<file path="src/rtl/vf_dec_pkg.sv">
package vf_dec_pkg;

  // Strobes from the control unit to the datapath.
  typedef struct packed {
    logic capture;   // an address is presented this cycle
    logic allowHit;  // configuration permits a hit
  } vfDecStrobe_t;

  // Header BAR registers occupy dword offsets 4..9 (bytes 0x10..0x24).
  function automatic logic isHdrBar(input logic [7:0] byteOff);
    return (byteOff[1:0] == 2'b00) && (byteOff[7:2] >= 6'd4) && (byteOff[7:2] <= 6'd9);
  endfunction

endpackage

</file>
<file path="src/rtl/vf_dec_ctrl.sv">
module vf_dec_ctrl
  import vf_dec_pkg::*;
#(
  parameter int ADDR_W        = 32,
  parameter int SZ_W          = 5,
  parameter int MIN_SIZE_LOG2 = 12,
  parameter int MAX_SIZE_LOG2 = 28
) (
  input  logic              clk,
  input  logic              rstN,
  input  logic              addrValid,
  input  logic              vfEnable,
  input  logic [ADDR_W-1:0] barBase,
  input  logic [SZ_W-1:0]   sizeLog2,
  output vfDecStrobe_t      strobe,
  output logic              cfgErr
);

  localparam logic [SZ_W-1:0] MIN_SZ = SZ_W'(MIN_SIZE_LOG2);
  localparam logic [SZ_W-1:0] MAX_SZ = SZ_W'(MAX_SIZE_LOG2);

  logic [ADDR_W-1:0] sliceMask;
  logic              sizeBad;
  logic              misaligned;
  logic              errNow;

  always_comb begin
    sliceMask  = (ADDR_W'(1) << sizeLog2) - ADDR_W'(1);
    sizeBad    = (sizeLog2 < MIN_SZ) || (sizeLog2 > MAX_SZ);
    misaligned = (barBase & sliceMask) != '0;
    errNow     = sizeBad || misaligned;
    strobe.capture  = addrValid;
    strobe.allowHit = vfEnable && !errNow;
  end

  always_ff @(posedge clk or negedge rstN) begin
    if (!rstN) cfgErr <= 1'b0;
    else       cfgErr <= errNow;
  end

endmodule

</file>
<file path="src/rtl/vf_dec_dpath.sv">
module vf_dec_dpath
  import vf_dec_pkg::*;
#(
  parameter int ADDR_W = 32,
  parameter int SZ_W   = 5,
  parameter int VF_W   = 8
) (
  input  logic              clk,
  input  logic              rstN,
  input  vfDecStrobe_t      strobe,
  input  logic [ADDR_W-1:0] addr,
  input  logic [ADDR_W-1:0] barBase,
  input  logic [SZ_W-1:0]   sizeLog2,
  input  logic [VF_W-1:0]   numVfs,
  input  logic              cfgRdEn,
  input  logic [7:0]        cfgAddr,
  output logic              hit,
  output logic [VF_W-1:0]   vfIndex,
  output logic [ADDR_W-1:0] offset,
  output logic              cfgBarSel,
  output logic [31:0]       cfgRdData
);

  localparam int PAD_W = ADDR_W - VF_W;

  logic [ADDR_W-1:0] distance;
  logic [ADDR_W-1:0] sliceIdx;
  logic [ADDR_W-1:0] sliceOff;
  logic [ADDR_W-1:0] sliceMask;
  logic              aboveBase;
  logic              belowEnd;
  logic              hitNow;

  always_comb begin
    distance  = addr - barBase;
    aboveBase = addr >= barBase;
    sliceMask = (ADDR_W'(1) << sizeLog2) - ADDR_W'(1);
    sliceIdx  = distance >> sizeLog2;
    sliceOff  = distance & sliceMask;
    belowEnd  = sliceIdx < {{PAD_W{1'b0}}, numVfs};
    hitNow    = strobe.capture && strobe.allowHit && aboveBase && belowEnd;
  end

  always_ff @(posedge clk or negedge rstN) begin
    if (!rstN) begin
      hit     <= 1'b0;
      vfIndex <= '0;
      offset  <= '0;
    end else begin
      hit     <= hitNow;
      vfIndex <= hitNow ? sliceIdx[VF_W-1:0] : '0;
      offset  <= hitNow ? sliceOff : '0;
    end
  end

  // Header BARs of a virtual function are hard-wired to zero.
  always_ff @(posedge clk or negedge rstN) begin
    if (!rstN) begin
      cfgBarSel <= 1'b0;
      cfgRdData <= '0;
    end else begin
      cfgBarSel <= cfgRdEn && isHdrBar(cfgAddr);
      cfgRdData <= '0;
    end
  end

endmodule

</file>
<file path="src/rtl/vf_bar_decoder.sv">
module vf_bar_decoder
  import vf_dec_pkg::*;
#(
  parameter int ADDR_W        = 32,
  parameter int VF_W          = 8,
  parameter int MIN_SIZE_LOG2 = 12,
  parameter int MAX_SIZE_LOG2 = 28,
  parameter int SZ_W          = $clog2(ADDR_W)
) (
  input  logic              clk,
  input  logic              rstN,
  input  logic              addrValid,
  input  logic [ADDR_W-1:0] addr,
  input  logic [ADDR_W-1:0] barBase,
  input  logic [SZ_W-1:0]   sizeLog2,
  input  logic [VF_W-1:0]   numVfs,
  input  logic              vfEnable,
  input  logic              cfgRdEn,
  input  logic [7:0]        cfgAddr,
  output logic              hit,
  output logic [VF_W-1:0]   vfIndex,
  output logic [ADDR_W-1:0] offset,
  output logic              cfgErr,
  output logic              cfgBarSel,
  output logic [31:0]       cfgRdData
);

  vfDecStrobe_t strobe;

  vf_dec_ctrl #(
    .ADDR_W(ADDR_W), .SZ_W(SZ_W),
    .MIN_SIZE_LOG2(MIN_SIZE_LOG2), .MAX_SIZE_LOG2(MAX_SIZE_LOG2)
  ) i_ctrl (
    .clk(clk), .rstN(rstN), .addrValid(addrValid), .vfEnable(vfEnable),
    .barBase(barBase), .sizeLog2(sizeLog2), .strobe(strobe), .cfgErr(cfgErr)
  );

  vf_dec_dpath #(
    .ADDR_W(ADDR_W), .SZ_W(SZ_W), .VF_W(VF_W)
  ) i_dpath (
    .clk(clk), .rstN(rstN), .strobe(strobe), .addr(addr), .barBase(barBase),
    .sizeLog2(sizeLog2), .numVfs(numVfs), .cfgRdEn(cfgRdEn), .cfgAddr(cfgAddr),
    .hit(hit), .vfIndex(vfIndex), .offset(offset),
    .cfgBarSel(cfgBarSel), .cfgRdData(cfgRdData)
  );

endmodule

</file>
<file path="config.mk">
export PLATFORM = sky130hd
export DESIGN_NAME = vf_bar_decoder
export DESIGN_NICKNAME = d
export VERILOG_FILES = /design/src/rtl/vf_dec_pkg.sv /design/src/rtl/vf_dec_ctrl.sv /design/src/rtl/vf_dec_dpath.sv /design/src/rtl/vf_bar_decoder.sv
export SDC_FILE = /design/constraint.sdc
export NUM_CORES = 1
export LEC_CHECK = 0
export ABC_AREA = 1
export CAP_MARGIN = 15
export CORE_ASPECT_RATIO = 1.2
export CORE_MARGIN = 2
export CORE_UTILIZATION = 45
export CTS_BUF_LIST = sky130_fd_sc_hd__clkbuf_4
export CTS_CLUSTER_SIZE = 28
export DETAILED_ROUTE_END_ITERATION = 6
export GPL_TIMING_DRIVEN = 1
export HOLD_SLACK_MARGIN = 0.02
export PLACE_DENSITY = 0.73
export SYNTH_ARGS = -nofsm -noshare
export SYNTH_HDL_FRONTEND = slang
export SYNTH_SLANG_ARGS = --single-unit
</file>
<file path="constraint.sdc">
create_clock -name clk -period 0.8 [get_ports clk]
set_input_delay 0.12 -clock clk [delete_from_list [all_inputs] [get_ports clk]]
set_output_delay 0.12 -clock clk [all_outputs]
set_load 0.01 [all_outputs]
</file>
Word-level counts from Yosys, hierarchy flattened
Index checks and enable logic that the tools add are counted.

operators by class
  mux-type cells = 2
  $lt $le $gt $ge = 6
  shift operators = 2
  reductions and logical operators = 12
  add/sub/neg operators = 2
  bitwise operators = 2

operator list
  kind                                                            count
  bitwise AND 32 bit                                              2
  >= comparator 32 bit                                            1
  < comparator 32 x 8 -> 1 bit                                    1
  2-to-1 mux 32 bit                                               1
  nonzero test 32 bit                                             1
  << shifter 1 x 5 -> 32 bit, first input constant                1
  >> shifter 32 x 5 -> 32 bit                                     1
  subtractor 32 x 2 -> 32 bit, second input constant              1
  subtractor 32 bit                                               1
  2-to-1 mux 8 bit                                                1
  logical AND 1 bit                                               7
  >= comparator 6 x 3 -> 1 bit, second input constant             1
  less-or-equal comparator 6 x 4 -> 1 bit, second input constant  1
  greater-than comparator 5 bit, second input constant            1
  < comparator 5 x 4 -> 1 bit, second input constant              1
  logical NOT 2 bit                                               1
  logical OR 1 bit                                                2
  logical NOT 1 bit                                               1

storage, ports and cells
  register bits = 43

Logic depth before layout (Yosys ltp)
  depth after elaboration = 11
  mapped depth = 34
  gate-level depth less buffers = 32

Hierarchy
Synthesis repeated with hierarchy kept, for this count alone.

second synthesis, totals
  cell total of the unflattened synthesis = 1,586
  area total of the unflattened synthesis = 8,469.4 µm²

by module, submodules not included
  module        instances  area each (µm²)  cells an instance  sequential area each (µm²)
  vf_dec_dpath  1          7,263.2          1,342              1,051.0
  vf_dec_ctrl   1          1,206.2          244                25.0

Least setup slack after synthesis
OpenSTA, ideal clock, no wires.

  kind = input to register
  start point = input port addr[0]
  end point = register i_dpath.offset[26]
  arrival time = 3.781 ns
  library setup time = 0.068 ns
  slack = -3.050 ns
  stages = 32
  required time = 0.732 ns
  cells stage by stage = inv_1 -> ha_1 -> fa_1 -> inv_1 -> nand2_1 -> nand2_1 -> and2_1 -> nand2_1 -> nand3_1 -> nand2_1 -> nand3_1 -> nand2_1 -> nand2_1 -> nand3_1 -> nand3_1 -> o21ai_0 -> o221ai_1 -> inv_1 -> o21ai_0 -> inv_1 -> ha_1 -> a21oi_1 -> o2111ai_1 -> a21oi_1 -> nand3_1 -> a21oi_1 -> nand2_1 -> a21oi_1 -> nand2_1 -> buf_6 -> buf_8 -> nor2_4

between the ends
  longest elaborated chain between the ends = 5
  elaborated cells between the ends (all ways) = 8

ends and longest elaborated chain
  element                       RTL line              source
  start: declaration            vf_bar_decoder.sv:13  input logic [ADDR_W-1:0] addr,
  subtractor 32 bit             vf_dec_dpath.sv:35    distance = addr - barBase;
  >> shifter 32 x 5 -> 32 bit   vf_dec_dpath.sv:38    sliceIdx = distance >> sizeLog2;
  < comparator 32 x 8 -> 1 bit  vf_dec_dpath.sv:40    belowEnd = sliceIdx < {{PAD_W{1'b0}}, numVfs};
  logical AND 1 bit             vf_dec_dpath.sv:41    hitNow = strobe.capture && strobe.allowHit && aboveBase && belowEnd;
  2-to-1 mux 32 bit *           vf_dec_dpath.sv:52    offset <= hitNow ? sliceOff : '0;
  end signal: assignment        vf_dec_dpath.sv:52
  end: declaration              vf_dec_dpath.sv:19    output logic [ADDR_W-1:0] offset,

Mark *: on every way between the ends. The rest lies on a longest branch, timed or not.

Worst setup path after layout
  start point = input port barBase[10]
  end point = register i_dpath.offset[19]

between the ends
  longest elaborated chain between the ends = 9
  elaborated cells between the ends (all ways) = 14

ends and longest elaborated chain
  element                                                    RTL line              source
  start: declaration                                         vf_bar_decoder.sv:14  input logic [ADDR_W-1:0] barBase,
  branches (longest 8 deep; another with subtractor 32 bit)  --
  2-to-1 mux 32 bit *                                        vf_dec_dpath.sv:52

Every way passes the cells marked *.

==> parameters.txt <==
Parameter                              Value

Yosys
  Main area contributors after synthesis ... sky130_fd_sc_hd__nand2_1, sky130_fd_sc_hd__dfrtp_1, sky130_fd_sc_hd__nand3_1, sky130_fd_sc_hd__inv_1, sky130_fd_sc_hd__ha_1
  Register bit count reported by yosys ... 43
  Post-synthesis area per instance ... 5.47 µm²
  Dominant cell by count in the synthesized netlist ... sky130_fd_sc_hd__nand2_1
  Share of synthesized registers carrying an async set or reset ... 100%
  Seq/Total Area, Yosys ... 14.9%
  Syn Std Cell Area ... 7240 µm²
  Post-synthesis cell type count ... 52
  Most frequent cells after synthesis ... sky130_fd_sc_hd__nand2_1, sky130_fd_sc_hd__inv_1, sky130_fd_sc_hd__nand3_1
  Share of Yosys cell area claimed by the top area cell type ... 24.0%
  Synthesized instance count ... 1324
  Synth warn ... 0
  Predominant post-synthesis flop cell ... sky130_fd_sc_hd__dfrtp_1
  Library cell occupying the most area in the post-synthesis netlist ... sky130_fd_sc_hd__nand2_1
  Number of flops mapped to enable cells by yosys ... 0

Setup path
  End point of the critical path ... i_dpath.offset[19]$_DFF_PN0_
  Crit path capture type ... register
  Crit path depth ... 32
  Critical Path Slowest Stage Cell ... sky130_fd_sc_hd__nand3b_1
  Type of the setup path with the least slack ... input port to register
  Startpoint type of the worst setup path ... input port
  Cell repeated most along the worst path ... sky130_fd_sc_hd__buf_4
  Worst path buffer plus inverter count ... 21
  CP required ... 1.04 ns
  Timing startpoint of the critical path ... barBase[10]
  CP Data Arrival Time ... 4.11 ns
  Largest stage delay on the critical path ... 0.33 ns
  CP delay by family, top ... buffers and inverters
  Critical-path maximum fanout ... 4

Cells and area
  Area added between synthesis and finish ... 88.3%
  Layout Cell Area excl Fill ... 13600 µm²
  FF/Latch Area ... 1080 µm²
  Filler cells ... 846
  Share of post-route cells with drive strength above 1 ... 54.9%
  Area of the multi-input gates ... 7080 µm²
  Number of antenna diodes ... 0
  Post-layout nets ... 1986

Die
  Effective utilization at floorplan ... 46.1%
  I/O pin total ... 165
  Die Footprint ... 17100 µm²
  Area of the core ... 15700 µm²
  Die width ... 120 µm
  Row count ... 50
  Height of the die ... 143 µm

Placed design
  Port-buffer cells ... 131
  Post-place instance area ... 10800 µm²
  Routability Congestion ... 1.01
  Half-perimeter wire length of the detailed placement result ... 23200 µm
  Worst slack at placement ... -3.86 ns

Pwr
  PD cells ... 1100 nW/µm²
  Switching power share of the total ... 46.4%
  Total power draw ... 15100 µW
  Sequential cell fraction of total power ... 14.5%
  Internal cell power ... 8070 µW
  Leakage Power ... 0.00752 µW
  Maximum resistive drop on vdd ... 0.719 mV
  Clock group share of total power ... 8.7%
  Combinational share of power ... 76.8%
  Sw Pwr ... 6990 µW

STA
  Normalized max-slew margin ... 61.4%
  Fmax ... 259 MHz
  Final setup viols ... 82
  Final worst-path setup slack ... -3.07 ns
  Slew at the pin closest to its max-slew limit ... 0.575 ns
  Clock period minus final worst setup slack ... 3.87 ns
  Unrepaired setup endpoints after global routing ... true
  Number of hold violations in the final report ... 0
  Final period utilization ... 483%
  Final Max Tran Viols ... 0

Run
  Total of max-cap violations ... 0

Clock tree
  Clock sinks ... 43
  # H-tree levels ... 2
  Clock transition at the registers of the reported paths ... 0.11 ns
  Clock tree from TritonCTS ... yes
  CTS Root Cell ... sky130_fd_sc_hd__clkbuf_4
  Number of buffers added by the clock tree synthesis step ... 5
  Largest buffer count on any clock path ... 2

Drt
  Remaining antenna violation count ... 0
  Number of remaining DRC errors ... 72
  Routed vias/inst ... 5.88
  Violation count after the first detailed-routing iteration ... 1548
  Detailed Routing Iterations Pass 1 ... 7
  Wirelength per Cell ... 20.0 µm
  Detailed-route wire length ... 41100 µm
  Vias after detailed routing ... 12100

Status
  Outcome ... finished, violations left
  Failing checks ... DRC, setup timing

GRT
  Number of antenna violations at the first check in global routing ... 0
  Vias in the first global route ... 10800
  First-pass GRT wire length ... 53600 µm
  Total overflow reported by the global router ... 0
  Pin count of the biggest net entering global routing ... 32
  Global-route usage over all layers ... 39.3%

Min path
  Class of the tightest hold or removal check ... input port to asynchronous set/reset pin
[power by group through the flow]
stage	logic (µW)	clock network, µW	registers, µW
after floorplan	3850	0	2230
after global placement	7270	0	2220
after detailed placement	7350	0	2220
after CTS	9490	1300	2180
after global routing	12100	1420	2180
final	11600	1310	2180
[final cells by class]
| cell class | instances | area share, % |
|---|---|---|
| clock buffers | 6 | 0.330 |
| well taps | 208 | 1.91 |
| inverters | 233 | 6.64 |
| flip-flops and latches | 43 | 7.89 |
| clock inverters | 1 | 0.220 |
| repair buffers | 557 | 31.1 |
| multi-input cells | 1014 | 51.9 |
[layout by cell type, fill, tap and decap left out, types with 32 or more instances in the layout]
cell type,n
sky130_fd_sc_hd__inv_1,157
sky130_fd_sc_hd__inv_2,68
sky130_fd_sc_hd__nor2_4,44
sky130_fd_sc_hd__ha_4,34
sky130_fd_sc_hd__nand2_2,127
sky130_fd_sc_hd__nor2_2,37
sky130_fd_sc_hd__nand2_1,293
sky130_fd_sc_hd__nand3_2,73
sky130_fd_sc_hd__buf_2,50
sky130_fd_sc_hd__nand3_1,129
sky130_fd_sc_hd__conb_1,35
sky130_fd_sc_hd__dfrtp_1,43
sky130_fd_sc_hd__nand2_4,43
sky130_fd_sc_hd__nor2_1,46
sky130_fd_sc_hd__clkbuf_2,32
sky130_fd_sc_hd__buf_4,402
[repair_timing]
item,4_1_cts,5_1_grt
hold buffers,1,0
hold endpoints to repair,43,0
gates resized for setup,654,275
endpoints found under the setup margin,82,82
setup buffers,114,27
pin swaps,161,150
gates cloned,2,0
[routing by layer]
metal / up-vias / track usage [%] / routed length (µm)
met5: - / 0 / 0
met4: 0 / 19.8 / 4260
met3: 440 / 4.71 / 4890
met2: 1168 / 70.5 / 18400
met1: 5404 / 46.0 / 13500
li1: 5122 / - / -
[through the flow]
step / cells / setup TNS (ns) / hold WS [ns] / util, %
floorplan: 1358 / -102.86 / -0.176 / -
global placement: 1916 / -148.62 / -0.0155 / 68.5
detailed placement: 1916 / -154.40 / -0.00680 / 68.5
CTS: 2038 / -111.16 / 0.150 / 81.9
global route: 2062 / -129.36 / 0.162 / 86.8
finish: 2062 / -122.52 / 0.155 / 86.8
[worst min-delay path by stage]
stage	depth (start not counted)	to	slack [ns]	start
2_1_floorplan	0	i_ctrl.cfgErr$_DFF_PN0_	-0.18	rstN
3_3_place_gp	1	i_dpath.offset[7]$_DFF_PN0_	-0.02	rstN
3_5_place_dp	1	i_dpath.offset[7]$_DFF_PN0_	-0.007	rstN
4_1_cts	2	i_dpath.offset[7]$_DFF_PN0_	0.15	rstN
5_1_grt	2	i_dpath.offset[30]$_DFF_PN0_	0.16	rstN
6_report	2	i_dpath.offset[7]$_DFF_PN0_	0.16	rstN
[registers in the layout (all words and copies together), names as in the netlist]
| register | count |
|---|---|
| i_dpath.cfgBarSel | 1 |
| i_ctrl.cfgErr | 1 |
| i_dpath.vfIndex | 8 |
| i_dpath.hit | 1 |
| i_dpath.offset | 32 |
[cell families (layout without fill, tap and decap cells)]
family / count (synthesis) / count (layout) / synth area share, %
and+or+nand+nor: 843 / 843 / 51.5
buffers and inverters: 301 / 797 / 18.0
AOI/OAI and AO/OA: 78 / 78 / 6.31
DFF: 43 / 43 / 14.9
adders and majority gates: 42 / 42 / 7.36
xor gates and xnor gates: 16 / 16 / 1.94
other: 1 / 35 / 0.0518
No activity file was read; power rests on OpenSTA's default activity.
